$ cat src/rtl/pg_pkg.sv
package pg_pkg;

  localparam int unsigned PIX_W_DEF = 27;
  localparam int unsigned GRP_DEF   = 7;
  localparam int unsigned FOLD_MAX  = 64;

  // XOR fold of a vector zero-extended to FOLD_MAX bits
  function automatic logic xor_fold(input logic [FOLD_MAX-1:0] v);
    logic acc;
    acc = 1'b0;
    for (int i = 0; i < FOLD_MAX; i++) acc = acc ^ v[i];
    return acc;
  endfunction

  // number of groups needed to cover n bits with groups of g
  function automatic int unsigned n_groups(input int unsigned n, input int unsigned g);
    return (n + g - 1) / g;
  endfunction

endpackage

$ cat src/rtl/pg_parity_chk.sv
module pg_parity_chk
  import pg_pkg::*;
#(
  parameter int unsigned PIX_W = PIX_W_DEF,
  parameter int unsigned GRP   = GRP_DEF
) (
  input  logic [PIX_W-1:0] pixel,
  input  logic             par,
  output logic             ok
);

  localparam int unsigned TOT_W = PIX_W + 1;
  localparam int unsigned NGRP  = n_groups(TOT_W, GRP);
  localparam int unsigned PAD_W = NGRP * GRP;

  logic [PAD_W-1:0] padded;
  logic [NGRP-1:0]  grp_x;

  assign padded = PAD_W'({par, pixel});

  for (genvar g = 0; g < NGRP; g++) begin : g_grp
    logic [FOLD_MAX-1:0] slice_ext;
    assign slice_ext = FOLD_MAX'(padded[g*GRP +: GRP]);
    assign grp_x[g]  = xor_fold(slice_ext);
  end

  // odd count of ones across data and parity means the pixel is sound
  assign ok = ^grp_x;

endmodule

$ cat src/rtl/pg_hold_reg.sv
module pg_hold_reg #(
  parameter int unsigned PIX_W = 27
) (
  input  logic             clk,
  input  logic             rst_n,
  input  logic             load,
  input  logic [PIX_W-1:0] din,
  output logic [PIX_W-1:0] q,
  output logic             have_good
);

  always_ff @(posedge clk or negedge rst_n) begin
    if (!rst_n) begin
      q         <= '0;
      have_good <= 1'b0;
    end else if (load) begin
      q         <= din;
      have_good <= 1'b1;
    end
  end

endmodule

$ cat src/rtl/pg_err_pulse.sv
module pg_err_pulse (
  input  logic clk,
  input  logic rst_n,
  input  logic fire,
  output logic err
);

  always_ff @(posedge clk or negedge rst_n) begin
    if (!rst_n) err <= 1'b0;
    else        err <= fire;
  end

endmodule

$ cat src/rtl/pg_guard.sv
module pg_guard
  import pg_pkg::*;
#(
  parameter int unsigned PIX_W = PIX_W_DEF,
  parameter int unsigned GRP   = GRP_DEF
) (
  input  logic             clk,
  input  logic             rst_n,
  input  logic             in_valid,
  input  logic [PIX_W-1:0] in_pixel,
  input  logic             in_par,
  output logic [PIX_W-1:0] out_pixel,
  output logic             out_err
);

  // named internal events, visible to the bound checker
  logic chk_ok;
  logic take_good;
  logic drop_bad;
  logic have_good;

  pg_parity_chk #(.PIX_W(PIX_W), .GRP(GRP)) u_chk (
    .pixel (in_pixel),
    .par   (in_par),
    .ok    (chk_ok)
  );

  assign take_good = in_valid & chk_ok;
  assign drop_bad  = in_valid & ~chk_ok;

  pg_hold_reg #(.PIX_W(PIX_W)) u_hold (
    .clk       (clk),
    .rst_n     (rst_n),
    .load      (take_good),
    .din       (in_pixel),
    .q         (out_pixel),
    .have_good (have_good)
  );

  pg_err_pulse u_err (
    .clk   (clk),
    .rst_n (rst_n),
    .fire  (drop_bad),
    .err   (out_err)
  );

endmodule

$ cat config.mk
export PLATFORM = sky130hd
export DESIGN_NAME = pg_guard
export DESIGN_NICKNAME = d
export VERILOG_FILES = /design/src/rtl/pg_pkg.sv /design/src/rtl/pg_parity_chk.sv /design/src/rtl/pg_hold_reg.sv /design/src/rtl/pg_err_pulse.sv /design/src/rtl/pg_guard.sv
export SDC_FILE = /design/constraint.sdc
export NUM_CORES = 1
export LEC_CHECK = 0
export ABC_AREA = 1
export BUFFER_PORTS_ARGS = -buffer_cell sky130_fd_sc_hd__buf_2
export CAP_MARGIN = 20
export CORE_MARGIN = 8
export CORE_UTILIZATION = 45
export DETAILED_ROUTE_END_ITERATION = 8
export PLACE_DENSITY = 0.76
export SLEW_MARGIN = 20
export SYNTH_ARGS = -nofsm -noshare
export SYNTH_HDL_FRONTEND = slang
export SYNTH_SLANG_ARGS = --single-unit
$ cat constraint.sdc
create_clock -name clk -period 1.8 [get_ports clk]
set_clock_uncertainty 0.1 [all_clocks]
set_input_delay 0 -clock clk [delete_from_list [all_inputs] [get_ports clk]]
set_output_delay 0 -clock clk [all_outputs]
set_load 0.02 [all_outputs]
Yosys cells after proc, flatten, opt, wreduce, memory -nomap -nowiden
Cells that the tools add are included.

word-level totals
  logic and storage cells = 30
  register bits = 28
  input port bits = 31
  output and inout port bits = 28

operators by class
  bitwise gates (word level) = 27
  reductions and logical operators = 1

operator list
  operator             count
  1-bit XOR            24
  4-bit XOR reduction  1
  1-bit bitwise AND    2
  1-bit NOT            1

Depth between registers and ports, before layout
Gate-level depths: netlist (run 1).

  depth after elaboration = 9
  gate-level depth with buffers = 17

By module
From an unflattened synthesis (run 1), not the netlist that was laid out.

second synthesis, totals
  cells, all modules = 268
  area, all modules = 1700.4 um2

modules (own cells, without submodules)
  module         times used  seq. area each (um2)  cells an instance  area each (um2)
  pg_hold_reg    1           700.7                 116                1083.5
  pg_parity_chk  1           0.0                   147                574.3
  pg_err_pulse   1           25.0                  1                  25.0
  pg_guard       1           0.0                   4                  17.5

Worst setup path after synthesis (run 1)
No wires, ideal clock.

  kind = input to register
  from = input port in_pixel[3]
  to = register u_hold.q[10]
  setup slack = 0.495 ns
  arrival = 1.088 ns
  stages on the path = 16
  required time = 1.583 ns
  path through = inv_1 -> nand2_1 -> nand2_1 -> nand2_1 -> nand2_1 -> inv_1 -> nand2_1 -> nand3_1 -> nand3_1 -> nand2_1 -> nand2_1 -> nand2_2 -> buf_6 -> buf_12 -> nand3_1 -> nand2_1

between the ends
  word-level cells in the longest chain between the ends = 6

RTL lines
  what                    line                 text
  start, declared         pg_guard.sv:10       input logic [PIX_W-1:0] in_pixel,
  1-bit XOR (4 in a row)  pg_pkg.sv:11         for (int i = 0; i < FOLD_MAX; i++) acc = acc ^ v[i];
  4-bit XOR reduction     pg_parity_chk.sv:28  assign ok = ^grp_x;
  1-bit bitwise AND       pg_guard.sv:28       assign take_good = in_valid & chk_ok;
  end signal, assigned    pg_hold_reg.sv:17    q <= din;
  end, declared           pg_hold_reg.sv:8     output logic [PIX_W-1:0] q,

No other way between the ends.
A chain may end at the register's enable or synchronous reset.

Final worst setup path (run 1)
  from = input port in_pixel[2]
  to = register u_hold.q[11]

between the ends
  word-level cells in the longest chain between the ends = 7

RTL lines
  what                    line
  1-bit XOR (5 in a row)  pg_pkg.sv:11
  4-bit XOR reduction     pg_parity_chk.sv:28
  1-bit bitwise AND       pg_guard.sv:28

No other way between the ends.

==> flow_metrics.py, run 1 <==
metrics = {
    "power_and_ir_drop": {
        "p_sw_mw": 1.42,
        "power_density_nw_per_um2": 1180,
        "pwr-share-clk": 0.126,
        "ir_worst_vdd_uv": 778,
        "p_total_mw": 3.17,
        "p_sw_frac": 0.447,
        "combPwrFrac": 0.538,
        "p_leak_nw": 1.58,
        "p_int_mw": 1.75,
        "p_seq_frac": 0.337,
    },
    "yosys": {
        "syn_nets": 275,
        "ys_ff_latch": 28,
        "yosys_warnings": 0,
        "synth.avg_cell_area_um2": 7.26,
        "synth_area_um2": 1770,
        "ys_seq_area_frac": 0.395,
        "async_flop_share": 1.00,
        "ys_types": 17,
        "synth_edf_count": 0,
        "synthCells": 244,
        "synth_ff_type": "dfrtp_1",
    },
    "clocking": {
        "clock_latency_ns": 0.28,
        "cts_tree": "yes",
        "cts.sinks": 28,
        "cts_root_buf": "clkbuf_8",
        "htree_num_levels": 1,
        "cts_max_path_buffers": 2,
        "cts_buffers": 3,
        "path_clk_slew_ns": 0.10,
    },
    "setup_path": {
        "reg2reg_to": "u_hold.q[8]",
        "cpLargestDelayFamily": "buffers and inverters",
        "crit_end": "u_hold.q[11]",
        "critical_path.max_fanout": 8,
        "critPathLaunchType": "input pin",
        "arrival_ns": 1.83,
        "r2r_cells": 2,
        "worstSetupEndpointType": "flop",
        "crit_start": "in_pixel[2]",
        "timing.rr.start": "u_hold.q[8]",
        "regToRegSetupSlack_ns": 1.07,
        "cp_slowest_cell": "dlygate4sd3_1",
        "critPathBufInv": 4,
        "required_ns": 1.87,
        "cp_num_cells": 14,
        "worstPathCellList": "dlygate4sd3_1 > inv_2 > nand3_2 > nand2_2 > inv_1 > nand2_2 > nand3_2 > nand3_2 > nand2_1 > nand2_2 > nand2_8 > clkbuf_16 > nand3_1 > nand2_1",
        "critPathKind": "input pin to flop",
        "slowest_delay_ns": 0.59,
    },
    "layout": {
        "final_util": 0.690,
        "n_antenna_cell": 0,
        "drive_gt1_frac": 0.375,
        "syn2layout_area_growth_pct": 51.3,
        "final_common_cell": "nand2_1",
        "final_cell_mix": "95 x nand2_1, 41 x buf_2, 32 x nand3_2",
        "n_fill_cell": 322,
        "fin_cells": 370,
        "stdcell_area_um2": 2680,
        "nets": 352,
    },
    "global_routing": {
        "grt_pass1_vias": 1712,
        "grt_max_degree": 29,
        "grt-ovfl-total": 0,
        "antenna_found_initial": 0,
        "grt_usage": 0.143,
        "grt_pass1_wl_um": 7490,
    },
    "floorplan": {
        "initial_core_util": 0.456,
        "dieArea_um2": 6200,
        "rows": 23,
        "dieHeight_um": 78.7,
        "pin_count": 59,
        "die_width_um": 78.7,
        "core_region_area_um2": 3880,
    },
    "place": {
        "postPlaceCellArea_um2": 2060,
        "place_hpwl_um": 3140,
        "numPortBuffers": 58,
        "dp_slack_ns": 0.257,
        "place_inst": 347,
        "place.gp.congestion": 0.752,
    },
    "sta": {
        "tightest_slew_ns": 0.742,
        "setup_ws_ns": 0.0450,
        "setup_viol": 0,
        "period_share": 0.975,
        "setup_tns_ns": 0,
        "drv_slew": 0,
        "hold_viol_final": 1,
        "holdWs_ns": -0.00705,
        "achievable-frequency_mhz": 570,
        "max_slew_margin": 0.505,
        "period_needed_ns": 1.75,
    },
    "detailed_routing": {
        "wl_um": 5180,
        "drt_pass1_iterations": 4,
        "remaining_drc_errors": 0,
        "drtIter0Drc": 117,
        "via_per_inst": 5.07,
        "vias": 1877,
        "postRouteAntennaNets": 0,
        "post_drt_wl_per_cell_um": 14.0,
    },
    "run_status": {
        "status": "finished, violations left",
        "failed_checks": "negative hold slack",
    },
    "min_path": {
        "hold_class": "input pin to flop",
    },
    "run": {
        "maxCapViolCount": 0,
    },
}
## logic make-up after synthesis
kind of cell | synth area share
buffers and inverters | 0.100
flip-flops | 0.395
XOR/XNOR | 0.0395
AND/OR/NAND/NOR | 0.465
## registers in the layout, summed over array words and instances (netlist names)
| name | flops |
|---|---|
| u_hold.q | 27 |
| u_err.err | 1 |
## power groups by stage
stage          registers [mW]  logic [mW]  clock network (mW)
2_1_floorplan            1.44       0.594                   0
6_report                 1.07        1.70               0.399
3_3_place_gp             1.07        1.35                   0
5_1_grt                  1.11        1.86               0.429
4_1_cts                  1.07        1.43               0.412
3_5_place_dp             1.07        1.38                   0
## repair_timing
| item | 4_1_cts | 5_1_grt |
|---|---|---|
| resized for setup | 0 | 74 |
| endpoints found under the hold margin | 55 | 0 |
| buffers inserted | 0 | 1 |
| endpoints found under the setup margin | 0 | 28 |
| hold buffers | 28 | 0 |
## per-layer routing
| metal | wire [um] | track usage |
|---|---|---|
| met1 | 2060 | 0.171 |
| met2 | 2700 | 0.249 |
| met3 | 353 | 0.0361 |
| met4 | 68 | 0.0426 |
| met5 | 0 | 0 |
## cell usage after synthesis (2+ instances only)
cell type,n,area share
nand2_1,114,0.24
nand3_1,38,0.11
buf_4,2,0.0085
nand3b_1,2,0.0085
xor2_1,4,0.020
inv_1,22,0.047
xnor2_1,4,0.020
nand2_2,4,0.014
nand3_2,15,0.085
buf_2,2,0.0056
buf_12,2,0.023
dfrtp_1,28,0.40
inv_2,3,0.0064
## cell type report
cell class | instances | area, um2 | share of cell area
clock buffer | 4 | 55.1 | 0.0205
sequential | 28 | 701 | 0.261
inverter | 25 | 96.3 | 0.0359
tap | 50 | 62.6 | 0.0233
multi-input combinational | 186 | 1110 | 0.415
timing repair buffer | 77 | 653 | 0.244
## worst register-to-register path, cell delays in order, from the launching register on
cell	delay [ns]
dfrtp_1	0.41
nand2_1	0.07
nand2_1	0.05
## how the worst min path moves through the flow
stage / startpoint / end / slack (ns) / depth (start not counted)
2_1_floorplan: rst_n / u_err.err / -0.40 / 0
3_3_place_gp: rst_n / u_hold.q[16] / -0.05 / 1
3_5_place_dp: rst_n / u_hold.q[18] / -0.03 / 1
4_1_cts: in_valid / u_hold.q[14] / 0.08 / 3
5_1_grt: in_pixel[26] / u_hold.q[26] / 0.03 / 3
6_report: in_pixel[21] / u_hold.q[21] / -0.007 / 3
Power figures use the tool's default switching activity.
==> run 2, diff against run 1 <==
==> constraint.sdc (replaced) <==
create_clock -name clk -period 2.1 [get_ports clk]
set_clock_uncertainty 0.1 [all_clocks]
set_input_delay 0 -clock clk [delete_from_list [all_inputs] [get_ports clk]]
set_output_delay 0 -clock clk [all_outputs]
set_load 0.02 [all_outputs]
==> flow_metrics.py, run 2 (synthesized netlist as in run 1, its figures left out) <==
metrics = {
    "layout": {
        "drive_gt1_frac": 0.271,
        "final_util": 0.624,
        "nets": 361,
        "syn2layout_area_growth_pct": 36.8,
        "top_register": "u_hold.q",
        "multi_input_area_um2": 918,
        "n_fill_cell": 384,
        "reg_top3": "u_hold.q (27), u_err.err (1)",
        "ff_latch_area_um2": 701,
        "n_antenna_cell": 0,
        "final_cell_mix": "113 x nand2_1, 58 x buf_2, 38 x nand3_1",
        "final_common_cell": "nand2_1",
        "largest_reg_flops": 27,
    },
    "setup_path": {
        "critical_path.max_fanout": 15,
        "arrival_ns": 1.96,
        "critPathKind": "input pin to flop",
        "critPathLaunchType": "input pin",
        "required_ns": 2.18,
        "worstSetupEndpointType": "flop",
    },
    "power_and_ir_drop": {
        "p_leak_nw": 1.40,
        "ir_worst_vdd_uv": 432,
        "power_density_nw_per_um2": 1030,
    },
    "sta": {
        "rsz0062_at_grt": "no",
        "period_needed_ns": 1.88,
        "setup_viol": 0,
        "setup_tns_ns": 0,
        "period_share": 0.896,
        "drv_slew": 0,
        "max_slew_margin": 0.566,
        "achievable-frequency_mhz": 532,
        "tightest_slew_ns": 0.651,
        "hold_viol_final": 0,
    },
    "detailed_routing": {
        "remaining_drc_errors": 0,
        "drtIter0Drc": 62,
        "via_per_inst": 4.72,
        "wl_um": 4490,
        "drt_pass1_iterations": 4,
        "post_drt_wl_per_cell_um": 11.8,
        "vias": 1787,
        "postRouteAntennaNets": 0,
    },
    "clocking": {
        "cts_root_buf": "clkbuf_8",
        "cts.sinks": 28,
        "cts_setup_buffers": 0,
        "path_clk_slew_ns": 0.10,
        "htree_num_levels": 1,
        "cts_max_path_buffers": 2,
        "clock_latency_ns": 0.28,
        "cts_buffers": 3,
        "cts_tree": "yes",
    },
    "floorplan": {
        "die_width_um": 78.7,
        "core_region_area_um2": 3880,
        "pin_count": 59,
        "dieArea_um2": 6200,
        "dieHeight_um": 78.7,
        "rows": 23,
        "initial_core_util": 0.456,
    },
    "run": {
        "maxCapViolCount": 0,
    },
    "global_routing": {
        "grt_pass1_wl_um": 7450,
        "grt_usage": 0.143,
        "antenna_found_initial": 0,
        "grt_pass1_vias": 1725,
        "grt_max_degree": 29,
        "grt-ovfl-total": 0,
    },
    "min_path": {
        "hold_class": "input pin to flop",
    },
    "run_status": {
        "status": "finished clean",
    },
    "place": {
        "numPortBuffers": 58,
        "place_hpwl_um": 3220,
        "place.gp.congestion": 0.755,
    },
}
## run 2: per-layer routing
| layer | track usage | wire (um) | vias up |
|---|---|---|---|
| li1 | - | - | 928 |
| met1 | 0.171 | 1930 | 814 |
| met2 | 0.245 | 2240 | 41 |
| met3 | 0.0384 | 280 | 4 |
| met4 | 0.0407 | 36 | 0 |
| met5 | 0 | 0 | - |
## run 2: repair_timing
item                                    in CTS  in global routing
endpoints found under the hold margin       55                  0
gates resized for setup                      0                  4
hold buffers                                28                  0
endpoints found under the setup margin       0                 28
## run 2: cell type report
| class | count | area share |
|---|---|---|
| multi-input combinational | 183 | 0.379 |
| sequential | 28 | 0.289 |
| timing repair buffer | 89 | 0.245 |
| inverter | 25 | 0.0387 |
| tap | 50 | 0.0258 |
| clock buffer | 4 | 0.0227 |
## run 2: final timing paths
kind                        startpoint      endpoint  slack, ns  cells past startpoint
setup / recovery           in_pixel[3]   u_hold.q[4]       0.22                     17
setup reg to reg           u_hold.q[6]   u_hold.q[6]       1.36                      2
max in group asynchronous        rst_n   u_hold.q[7]       1.31                      2
min in group asynchronous        rst_n  u_hold.q[19]       0.18                      2
hold reg to reg            u_hold.q[5]   u_hold.q[5]       0.37                      2
hold / removal                in_valid  u_hold.q[15]       0.09                      3
## run 2: critical path, cell delays in order
cell and delay (ns):
dlygate4sd3_1 0.53, buf_2 0.14, inv_1 0.05, nand2_1 0.07, nand2_1 0.07, nand2_1 0.07
nand2_1 0.09, inv_1 0.05, nand2_1 0.07, nand3_1 0.09, nand3_1 0.10, nand2_1 0.07
nand2_2 0.12, nand2_8 0.12, buf_4 0.20, nand3_1 0.08, nand2_1 0.06
## run 2: power breakdown
| part | switching (mW) | internal, mW |
|---|---|---|
| clock | 0.174 | 0.168 |
| combinational | 0.808 | 0.426 |
| sequential | 0.124 | 0.785 |
## run 2: metrics by stage
stage,instance area [um2],total power [mW],setup slack [ns],hold WS (ns),std cells
after floorplan,1770,1.74,0.795,-0.396,244
after global placement,2060,2.07,0.380,-0.0554,347
after detailed placement,2060,2.10,0.266,-0.0307,347
after CTS,2400,2.49,0.0205,0.0719,379
after global routing,2420,2.67,0.0259,0.107,379
final,2420,2.49,0.219,0.0946,379
